--- src/rtl/ivec_pkg.sv ---
package ivec_pkg;
    localparam int REG_W   = 16;
    localparam int ADDR_W  = 8;
    localparam int NUM_EV  = 7;
    localparam int CODE_W  = $clog2(NUM_EV + 1);
    localparam int NUM_STK = 5;

    localparam logic [ADDR_W-1:0] OFS_MASK = 8'h04;
    localparam logic [ADDR_W-1:0] OFS_STAT = 8'h08;
    localparam logic [ADDR_W-1:0] OFS_VEC  = 8'h28;

    // status word bit positions
    localparam int SB_AL     = 0;
    localparam int SB_NACK   = 1;
    localparam int SB_ARDY   = 2;
    localparam int SB_RXRDY  = 3;
    localparam int SB_TXRDY  = 4;
    localparam int SB_STOP   = 5;
    localparam int SB_SLAVE  = 9;
    localparam int SB_RXFULL = 11;
    localparam int SB_BUSY   = 12;

    // sticky flag index order
    localparam int SK_AL    = 0;
    localparam int SK_NACK  = 1;
    localparam int SK_ARDY  = 2;
    localparam int SK_STOP  = 3;
    localparam int SK_SLAVE = 4;

    typedef enum logic [CODE_W-1:0] {
        VC_NONE  = 3'd0,
        VC_AL    = 3'd1,
        VC_NACK  = 3'd2,
        VC_ARDY  = 3'd3,
        VC_RXRDY = 3'd4,
        VC_TXRDY = 3'd5,
        VC_STOP  = 3'd6,
        VC_SLAVE = 3'd7
    } vec_code_e;

    typedef struct packed {
        logic busy;
        logic rx_full;
        logic tx_ready;
        logic rx_ready;
    } level_t;
endpackage

--- src/rtl/ivec_flags.sv ---
module ivec_flags #(
    parameter int N = ivec_pkg::NUM_STK
) (
    input  logic         clk,
    input  logic         rst,
    input  logic [N-1:0] set_i,
    input  logic [N-1:0] w1c_i,
    input  logic [N-1:0] ack_i,
    output logic [N-1:0] flag_o
);
    generate
        for (genvar i = 0; i < N; i++) begin : g_flag
            logic q;
            always_ff @(posedge clk) begin
                if (rst)
                    q <= 1'b0;
                else if (set_i[i])
                    q <= 1'b1;
                else if (w1c_i[i] || ack_i[i])
                    q <= 1'b0;
            end
            assign flag_o[i] = q;
        end
    endgenerate
endmodule

--- src/rtl/ivec_prio.sv ---
module ivec_prio #(
    parameter int N  = ivec_pkg::NUM_EV,
    parameter int CW = $clog2(N + 1)
) (
    input  logic [N-1:0]  req_i,
    output logic [N-1:0]  grant_o,
    output logic [CW-1:0] code_o,
    output logic          any_o
);
    logic [N:0] blocked;
    assign blocked[0] = 1'b0;

    generate
        for (genvar i = 0; i < N; i++) begin : g_chain
            assign grant_o[i]   = req_i[i] & ~blocked[i];
            assign blocked[i+1] = blocked[i] | req_i[i];
        end
    endgenerate

    always_comb begin
        code_o = '0;
        for (int i = 0; i < N; i++) begin
            if (grant_o[i]) code_o = code_o | CW'(i + 1);
        end
    end

    assign any_o = blocked[N];
endmodule

--- src/rtl/ivec_regs.sv ---
module ivec_regs
    import ivec_pkg::*;
#(
    parameter int DW = REG_W,
    parameter int AW = ADDR_W,
    parameter int NE = NUM_EV,
    parameter int CW = CODE_W
) (
    input  logic          clk,
    input  logic          rst,
    input  logic          wr_i,
    input  logic          rd_i,
    input  logic [AW-1:0] addr_i,
    input  logic [DW-1:0] wdata_i,
    input  logic [DW-1:0] status_i,
    input  logic [CW-1:0] code_i,
    output logic [NE-1:0] mask_o,
    output logic          stat_wr_o,
    output logic          vec_rd_o,
    output logic [DW-1:0] rdata_o
);
    logic [NE-1:0] mask_q;

    always_ff @(posedge clk) begin
        if (rst)
            mask_q <= '0;
        else if (wr_i && addr_i == OFS_MASK)
            mask_q <= wdata_i[NE-1:0];
    end

    assign mask_o    = mask_q;
    assign stat_wr_o = wr_i && (addr_i == OFS_STAT);
    assign vec_rd_o  = rd_i && (addr_i == OFS_VEC);

    always_comb begin
        rdata_o = '0;
        unique case (addr_i)
            OFS_MASK: rdata_o[NE-1:0] = mask_q;
            OFS_STAT: rdata_o         = status_i;
            OFS_VEC:  rdata_o[CW-1:0] = code_i;
            default:  rdata_o         = '0;
        endcase
    end
endmodule

--- src/rtl/ivec_ctrl.sv ---
module ivec_ctrl
    import ivec_pkg::*;
(
    input  logic              clk,
    input  logic              rst,
    input  logic              evt_arb_lost,
    input  logic              evt_nack,
    input  logic              evt_acc_ready,
    input  logic              evt_stop_seen,
    input  logic              evt_addr_slave,
    input  logic              lvl_rx_ready,
    input  logic              lvl_tx_ready,
    input  logic              lvl_rx_full,
    input  logic              lvl_busy,
    input  logic              reg_wr,
    input  logic              reg_rd,
    input  logic [ADDR_W-1:0] reg_addr,
    input  logic [REG_W-1:0]  reg_wdata,
    output logic [REG_W-1:0]  reg_rdata,
    output logic              irq
);
    level_t               lvl;
    logic [NUM_STK-1:0]   stk_set, stk_w1c, stk_ack, stk_q;
    logic [NUM_EV-1:0]    pending, enabled, grant, mask;
    logic [CODE_W-1:0]    code;
    logic [REG_W-1:0]     status_word;
    logic                 stat_wr, vec_rd, any_hit;

    assign lvl = '{busy: lvl_busy, rx_full: lvl_rx_full,
                   tx_ready: lvl_tx_ready, rx_ready: lvl_rx_ready};

    always_comb begin
        stk_set           = '0;
        stk_set[SK_AL]    = evt_arb_lost;
        stk_set[SK_NACK]  = evt_nack;
        stk_set[SK_ARDY]  = evt_acc_ready;
        stk_set[SK_STOP]  = evt_stop_seen;
        stk_set[SK_SLAVE] = evt_addr_slave;

        stk_w1c = '0;
        if (stat_wr) begin
            stk_w1c[SK_AL]    = reg_wdata[SB_AL];
            stk_w1c[SK_NACK]  = reg_wdata[SB_NACK];
            stk_w1c[SK_ARDY]  = reg_wdata[SB_ARDY];
            stk_w1c[SK_STOP]  = reg_wdata[SB_STOP];
            stk_w1c[SK_SLAVE] = reg_wdata[SB_SLAVE];
        end

        // events indexed by code-1
        pending = {stk_q[SK_SLAVE], stk_q[SK_STOP], lvl.tx_ready,
                   lvl.rx_ready, stk_q[SK_ARDY], stk_q[SK_NACK], stk_q[SK_AL]};

        stk_ack = '0;
        if (vec_rd) begin
            stk_ack[SK_AL]    = grant[int'(VC_AL) - 1];
            stk_ack[SK_NACK]  = grant[int'(VC_NACK) - 1];
            stk_ack[SK_ARDY]  = grant[int'(VC_ARDY) - 1];
            stk_ack[SK_STOP]  = grant[int'(VC_STOP) - 1];
            stk_ack[SK_SLAVE] = grant[int'(VC_SLAVE) - 1];
        end

        status_word            = '0;
        status_word[SB_AL]     = stk_q[SK_AL];
        status_word[SB_NACK]   = stk_q[SK_NACK];
        status_word[SB_ARDY]   = stk_q[SK_ARDY];
        status_word[SB_RXRDY]  = lvl.rx_ready;
        status_word[SB_TXRDY]  = lvl.tx_ready;
        status_word[SB_STOP]   = stk_q[SK_STOP];
        status_word[SB_SLAVE]  = stk_q[SK_SLAVE];
        status_word[SB_RXFULL] = lvl.rx_full;
        status_word[SB_BUSY]   = lvl.busy;
    end

    assign enabled = pending & mask;

    ivec_flags #(.N(NUM_STK)) u_flags (
        .clk    (clk),
        .rst    (rst),
        .set_i  (stk_set),
        .w1c_i  (stk_w1c),
        .ack_i  (stk_ack),
        .flag_o (stk_q)
    );

    ivec_prio #(.N(NUM_EV), .CW(CODE_W)) u_prio (
        .req_i   (enabled),
        .grant_o (grant),
        .code_o  (code),
        .any_o   (any_hit)
    );

    ivec_regs u_regs (
        .clk       (clk),
        .rst       (rst),
        .wr_i      (reg_wr),
        .rd_i      (reg_rd),
        .addr_i    (reg_addr),
        .wdata_i   (reg_wdata),
        .status_i  (status_word),
        .code_i    (code),
        .mask_o    (mask),
        .stat_wr_o (stat_wr),
        .vec_rd_o  (vec_rd),
        .rdata_o   (reg_rdata)
    );

    assign irq = any_hit;
endmodule

--- config.mk ---
export PLATFORM = sky130hd
export DESIGN_NAME = ivec_ctrl
export DESIGN_NICKNAME = d
export VERILOG_FILES = /design/src/rtl/ivec_pkg.sv /design/src/rtl/ivec_flags.sv /design/src/rtl/ivec_prio.sv /design/src/rtl/ivec_regs.sv /design/src/rtl/ivec_ctrl.sv
export SDC_FILE = /design/constraint.sdc
export NUM_CORES = 1
export LEC_CHECK = 0
export BUFFER_PORTS_ARGS = -buffer_cell sky130_fd_sc_hd__buf_4
export CORE_UTILIZATION = 45
export CTS_BUF_LIST = sky130_fd_sc_hd__clkbuf_2
export DETAILED_ROUTE_END_ITERATION = 12
export GPL_TIMING_DRIVEN = 0
export PLACE_DENSITY = 0.82
export SETUP_SLACK_MARGIN = 0.05
export SLEW_MARGIN = 25
export SYNTH_ARGS = -nofsm -noshare
export SYNTH_HDL_FRONTEND = slang
export SYNTH_SLANG_ARGS = --single-unit
--- constraint.sdc ---
create_clock -name clk -period 1.4 [get_ports clk]
set_input_delay 0.07 -clock clk [delete_from_list [all_inputs] [get_ports clk]]
set_output_delay 0.07 -clock clk [all_outputs]
set_load 0.01 [all_outputs]
Word level (Yosys, flattened, before mapping)

Cells that the tools add are included.

Reduce and logical (&&, ||, !) cells: 13
Bitwise operators: 19
Eq/ne operators: 3
Mux-type cells: 22

Operator list:

| operator           | number |
|---|---|
| $mux 3             | 4 |
| $mux 1             | 11 |
| $mux 5             | 2 |
| $reduce_bool 2->1  | 5 |
| $pmux 3 s3         | 1 |
| $eq 8x3->1 const B | 1 |
| $eq 8x4->1 const B | 1 |
| $eq 8x6->1 const B | 1 |
| $pmux 4 s2         | 1 |
| $and 7x7->7        | 1 |
| $and 1x1->1        | 6 |
| $mux 6             | 1 |
| $not 1->1          | 6 |
| $or 1x1->1         | 6 |
| $logic_or 1x1->1   | 5 |
| $mux 2             | 2 |
| $logic_and 1x1->1  | 3 |

Logic and storage cells: 63
Output and inout bits: 17
Flip-flop bits (word level): 12
Input bits: 37

Longest topological paths before layout

Depth in word-level cells: 12
Gate-level depth with buffers: 5
Gate-level depth less buffers: 4

Modules after synthesis

From an unflattened synthesis, not the netlist that was laid out.

Cell total of the unflattened synthesis: 130
Area total of the unflattened synthesis: 1,042.2 sq um

By module, submodules not included:

| module     | area an instance (sq um) | instances | cells each | sequential area each (sq um) |
|---|---|---|---|---|
| ivec_regs  | 568.0                    | 1         | 64         | 140.1 |
| ivec_flags | 225.2                    | 1         | 25         | 100.1 |
| ivec_prio  | 138.9                    | 1         | 23         | 0.0 |
| ivec_ctrl  | 110.1                    | 1         | 18         | 0.0 |

Least setup slack after synthesis

Ideal clock, no wire load.

Path kind: register to output
Start: reg u_regs.mask_q[4], in the netlist u_regs.mask_o[4]
End: out reg_rdata[0]
Path slack: 130 ps
Stages on the path, launching flop included: 5
Arrival: 1,200 ps
Required time: 1,330 ps
Path buffers: 0
Path through: dfxtp_1 -> a22oi_2 -> nand4_1 -> and4_1 -> o32ai_1

Cells in the longest elaborated chain, start to end: 7
Elaborated cells between the ends (all ways): 10
Those cells by class: mux: 4; bitwise: 6

RTL lines:

| item                     | RTL line        | text |
|---|---|---|
| start: declaration       | ivec_regs.sv:22 | `logic [NE-1:0] mask_q;` |
| start signal: assignment | ivec_regs.sv:28 | `mask_q <= wdata_i[NE-1:0];` |
| $and 7x7->7 (*)          | ivec_ctrl.sv:74 | `assign enabled = pending & mask;` |
| $or 1x1->1 (2 in a row)  | ivec_prio.sv:16 | `assign blocked[i+1] = blocked[i] \| req_i[i];` |
| $not 1->1                | ivec_prio.sv:15 | `assign grant_o[i] = req_i[i] & ~blocked[i];` |
| $and 1x1->1              | ivec_prio.sv:15 |  |
| $mux 3 (*)               | ivec_prio.sv:23 | `if (grant_o[i]) code_o = code_o \| CW'(i + 1);` |
| $pmux 3 s3 (*)           | ivec_regs.sv:37 | `unique case (addr_i)` |
| end: declaration         | ivec_ctrl.sv:19 | `output logic [REG_W-1:0] reg_rdata,` |

Every way passes the cells marked *; elsewhere a longest branch is shown, timed or not.

Worst setup path after layout

Start: reg u_flags.g_flag[0].q
End: out reg_rdata[1]

Cells in the longest elaborated chain, start to end: 10
Elaborated cells between the ends (all ways): 21
Those cells by class: mux: 7; bitwise: 14

RTL lines:

| item                                           | RTL line                         | text |
|---|---|---|
| start: declaration                             | ivec_flags.sv:13                 | `logic q;` |
| start signal: assignment                       | ivec_flags.sv:16                 | `q <= 1'b0;` |
| start signal: assignment                       | ivec_flags.sv:18                 | `q <= 1'b1;` |
| start signal: assignment                       | ivec_flags.sv:20                 | `q <= 1'b0;` |
| $and 7x7->7 (*)                                | ivec_ctrl.sv:74                  |  |
| $not 1->1 / $or 1x1->1 (equally long branches) | ivec_prio.sv:15, ivec_prio.sv:16 |  |
| $and 1x1->1 (tied with other cells)            | ivec_prio.sv:15                  |  |
| $mux 2 (tied with other cells)                 | ivec_prio.sv:23                  |  |
| $mux 2 / $or 1x1->1 (equally long branches)    | ivec_prio.sv:23, ivec_prio.sv:16 |  |
| $mux 3 (tied with other cells) (2 in a row)    | ivec_prio.sv:23                  |  |
| $mux 3 / $and 1x1->1 (equally long branches)   | ivec_prio.sv:23, ivec_prio.sv:15 |  |
| $mux 3 (*)                                     | ivec_prio.sv:23                  |  |
| $pmux 3 s3 (*)                                 | ivec_regs.sv:37                  |  |

Marks and branches as above.

==> run_results.csv <==
group,metric,value,unit
run_status,status,"finished with violations",
run_status,violations,"negative setup slack",
worst_setup_path,r2r-start,"u_flags.g_flag[0].q$_SDFFE_PP0P_",
detailed_routing,first_pass_iters,5,
timing,hold_viol,0,
detailed_routing,drcViolationCount,0,
placed_design,dpl-instance-area,1260,sq um
detailed_routing,route.met2.wl,1320,um
worst_setup_path,crit_type,"reg -> out",
pwr,p_total,0.715,mW
worst_setup_path,crit_end,"reg_rdata[1]",
floorplanning,start_util,47.8,%
detailed_routing,postRouteAntennaNets,0,
yosys,ys_types,38,
clock_tree,clk_pin_slew,0.12,ns
worst_setup_path,crit_fanout,3,
yosys,synth_cells,112,
timing,fin_worst_skew,0.00349,ns
yosys,synth-edff-count,0,
clock_tree,cts.sinks,12,
worst_setup_path,ff2ff_setup_slack,0,ns
global_routing,grt_max_degree,11,
pwr,power_density,513,nW/um^2
timing,setup_tns,-0.799,ns
finish,area_delta_synth_final,50.0,%
placed_design,pre_cts_slack,-0.0302,ns
finish,insertedDiodeCount,0,
min_path,min_from,"evt_stop_seen",
placed_design,io_buffer_count,37,
timing,post-route-min-period,1.66,ns
detailed_routing,viasPerCell,5.55,
floorplanning,die_area,2250,sq um
worst_setup_path,worst_r2r_path_depth,5,
timing,finalSetupViolCount,4,
yosys,synth-main-ff-cell,"dfxtp_1",
detailed_routing,wirelength,2630,um
yosys,ys_top_cells_by_area,"dfxtp_1 (26%), mux2i_1 (7.5%), a22oi_1 (5.7%)",
placed_design,dp.cells,181,
finish,final_core_util,71.7,%
worst_setup_path,crit_required,1.33,ns
global_routing,grt_pass1_wl,3930,um
yosys,ys_seq_elements,12,
timing,maxSlewViolCount,0,
worst_setup_path,rr_endpoint,"u_flags.g_flag[3].q$_SDFFE_PP0P_",
finish,finalNonFillerCells,194,
floorplanning,die_x,47.4,um
yosys,synth_area,928,sq um
yosys,syn_area_per_cell,8.29,sq um
finish,final_area,1390,sq um
yosys,netlist.area_leader.share,25.9,%
floorplanning,die_y,47.4,um
clock_tree,h-tree-depth,1,
clock_tree,cts_tree,"done",
worst_setup_path,startpoint,"u_flags.g_flag[0].q$_SDFFE_PP0P_",
yosys,synth_top_cell_by_area,"dfxtp_1",
global_routing,grt_pass1_vias,895,
worst_setup_path,critPathCaptureType,"output port",
floorplanning,io_pins,54,
min_path,hold_depth,2,
detailed_routing,m1WireLength,1100,um
yosys,ys_seq_area_share,25.9,%
floorplanning,core-area,1940,sq um
placed_design,gp_congestion,0.893,
run,max_cap_viol_count,0,
detailed_routing,top_layer,"met4",
finish,nets,206,
pwr,power.leakage,0.620,nW
clock_tree,numCtsBuffers,3,
finish,drive_above_1_share,43.7,%
global_routing,antenna_found_initial,0,
global_routing,grt_overflow,0,
yosys,ys_warn_count,0,
global_routing,grt_usage,24.9,%
worst_setup_path,start_kind,"register",
clock_tree,clock_latency,0.25,ns
timing,rsz0062_at_grt,"true",
detailed_routing,met3_length,175,um
detailed_routing,drt_iter0_drc,46,
timing,max_freq,603,MHz
detailed_routing,avgRoutedWirePerCell,13.6,um
placed_design,dp_hpwl,1880,um
min_path,hold_path_class,"in -> reg",
yosys,async_reset_ff_share,0,%
finish,mostFrequentLayoutCell,"buf_4",
clock_tree,clockBufferDepth,2,
timing,setup_slack,-0.258,ns
clock_tree,root_buffer,"clkbuf_2",
finish,final_cell_mix,"buf_4 (49), nand2_1 (14), nor2_1 (12)",
pwr,vdd_drop_max,429,uV
floorplanning,num_rows,16,
detailed_routing,num_vias,1076,
timing,hold-worst-slack,0.0164,ns
timing,period_share,118,%
worst_setup_path,arrival,1.59,ns
-- cells by family after synthesis --
logic type	count (synthesis)	share of synthesized area, %
simple gates	51	34.0
mux	7	7.55
compound gates	26	20.5
buf+inv	15	11.7
flops	12	25.9
other cells	1	0.404
-- cell usage after synthesis, types with 2 or more instances --
cell type and instances:
a21oi_1 3, a22oi_1 7, nor2_1 12, buf_4 6, o22ai_1 3, nand2_1 14
dfxtp_1 12, nand3_1 4, o21ai_0 3, buf_6 4, inv_1 4, o2bb2ai_1 3
nor3b_1 4, o211ai_1 2, nand4_1 2, mux2i_1 7
-- worst min-delay path by stage --
stage          slack [ns]                               end
2_1_floorplan        0.19  u_flags.g_flag[2].q$_SDFFE_PP0P_
3_3_place_gp         0.27  u_flags.g_flag[2].q$_SDFFE_PP0P_
3_5_place_dp         0.28  u_flags.g_flag[4].q$_SDFFE_PP0P_
4_1_cts             0.005  u_flags.g_flag[4].q$_SDFFE_PP0P_
5_1_grt              0.02  u_flags.g_flag[3].q$_SDFFE_PP0P_
6_report             0.02  u_flags.g_flag[3].q$_SDFFE_PP0P_
-- worst max-delay path, cell delays in order (launching register included) --
cell and delay [ns]:
dfxtp_4 0.37, a222oi_1 0.37, and2_1 0.22, a22oi_1 0.07
o22ai_1 0.16, buf_4 0.15
-- power by group --
part           switching [mW]  leakage (nW)  total, mW  internal, mW
clock network           0.110        0.0125      0.169        0.0585
registers              0.0103         0.101      0.362         0.352
logic                  0.0773         0.507      0.184         0.106
total                   0.198         0.620      0.715         0.517
-- final cells by class --
class	instances	area (sq um)
Tap cell	27	33.8
Clock buffer	3	15.0
Sequential cell	12	251
Timing Repair Buffer	47	364
Fill cell	158	549
Buffer	11	93.8
Inverter	4	15.0
Multi-Input combinational cell	90	619
-- timing repair --
| action | 4_1_cts | 5_1_grt |
|---|---|---|
| pin swaps | 8 | 4 |
| cloned | 0 | 0 |
| setup buffers | 5 | 2 |
| setup endpoints to repair | 4 | 6 |
| hold endpoints to repair | 1 | 2 |
| gates resized for setup | 8 | 5 |
| hold buffers | 1 | 2 |
-- flip-flops by register name, summed over array words and instances (netlist names) --
name,count
u_flags.g_flag.q,5
u_regs.mask_o,7
-- per-layer routing --
layer | track usage [%] | vias to the layer above
met2 | 40.8 | 60
met5 | 0 | -
li1 | - | 513
met1 | 33.1 | 495
met3 | 3.77 | 8
met4 | 9.14 | 0
Note: power is estimated with default switching activity, not from simulation.
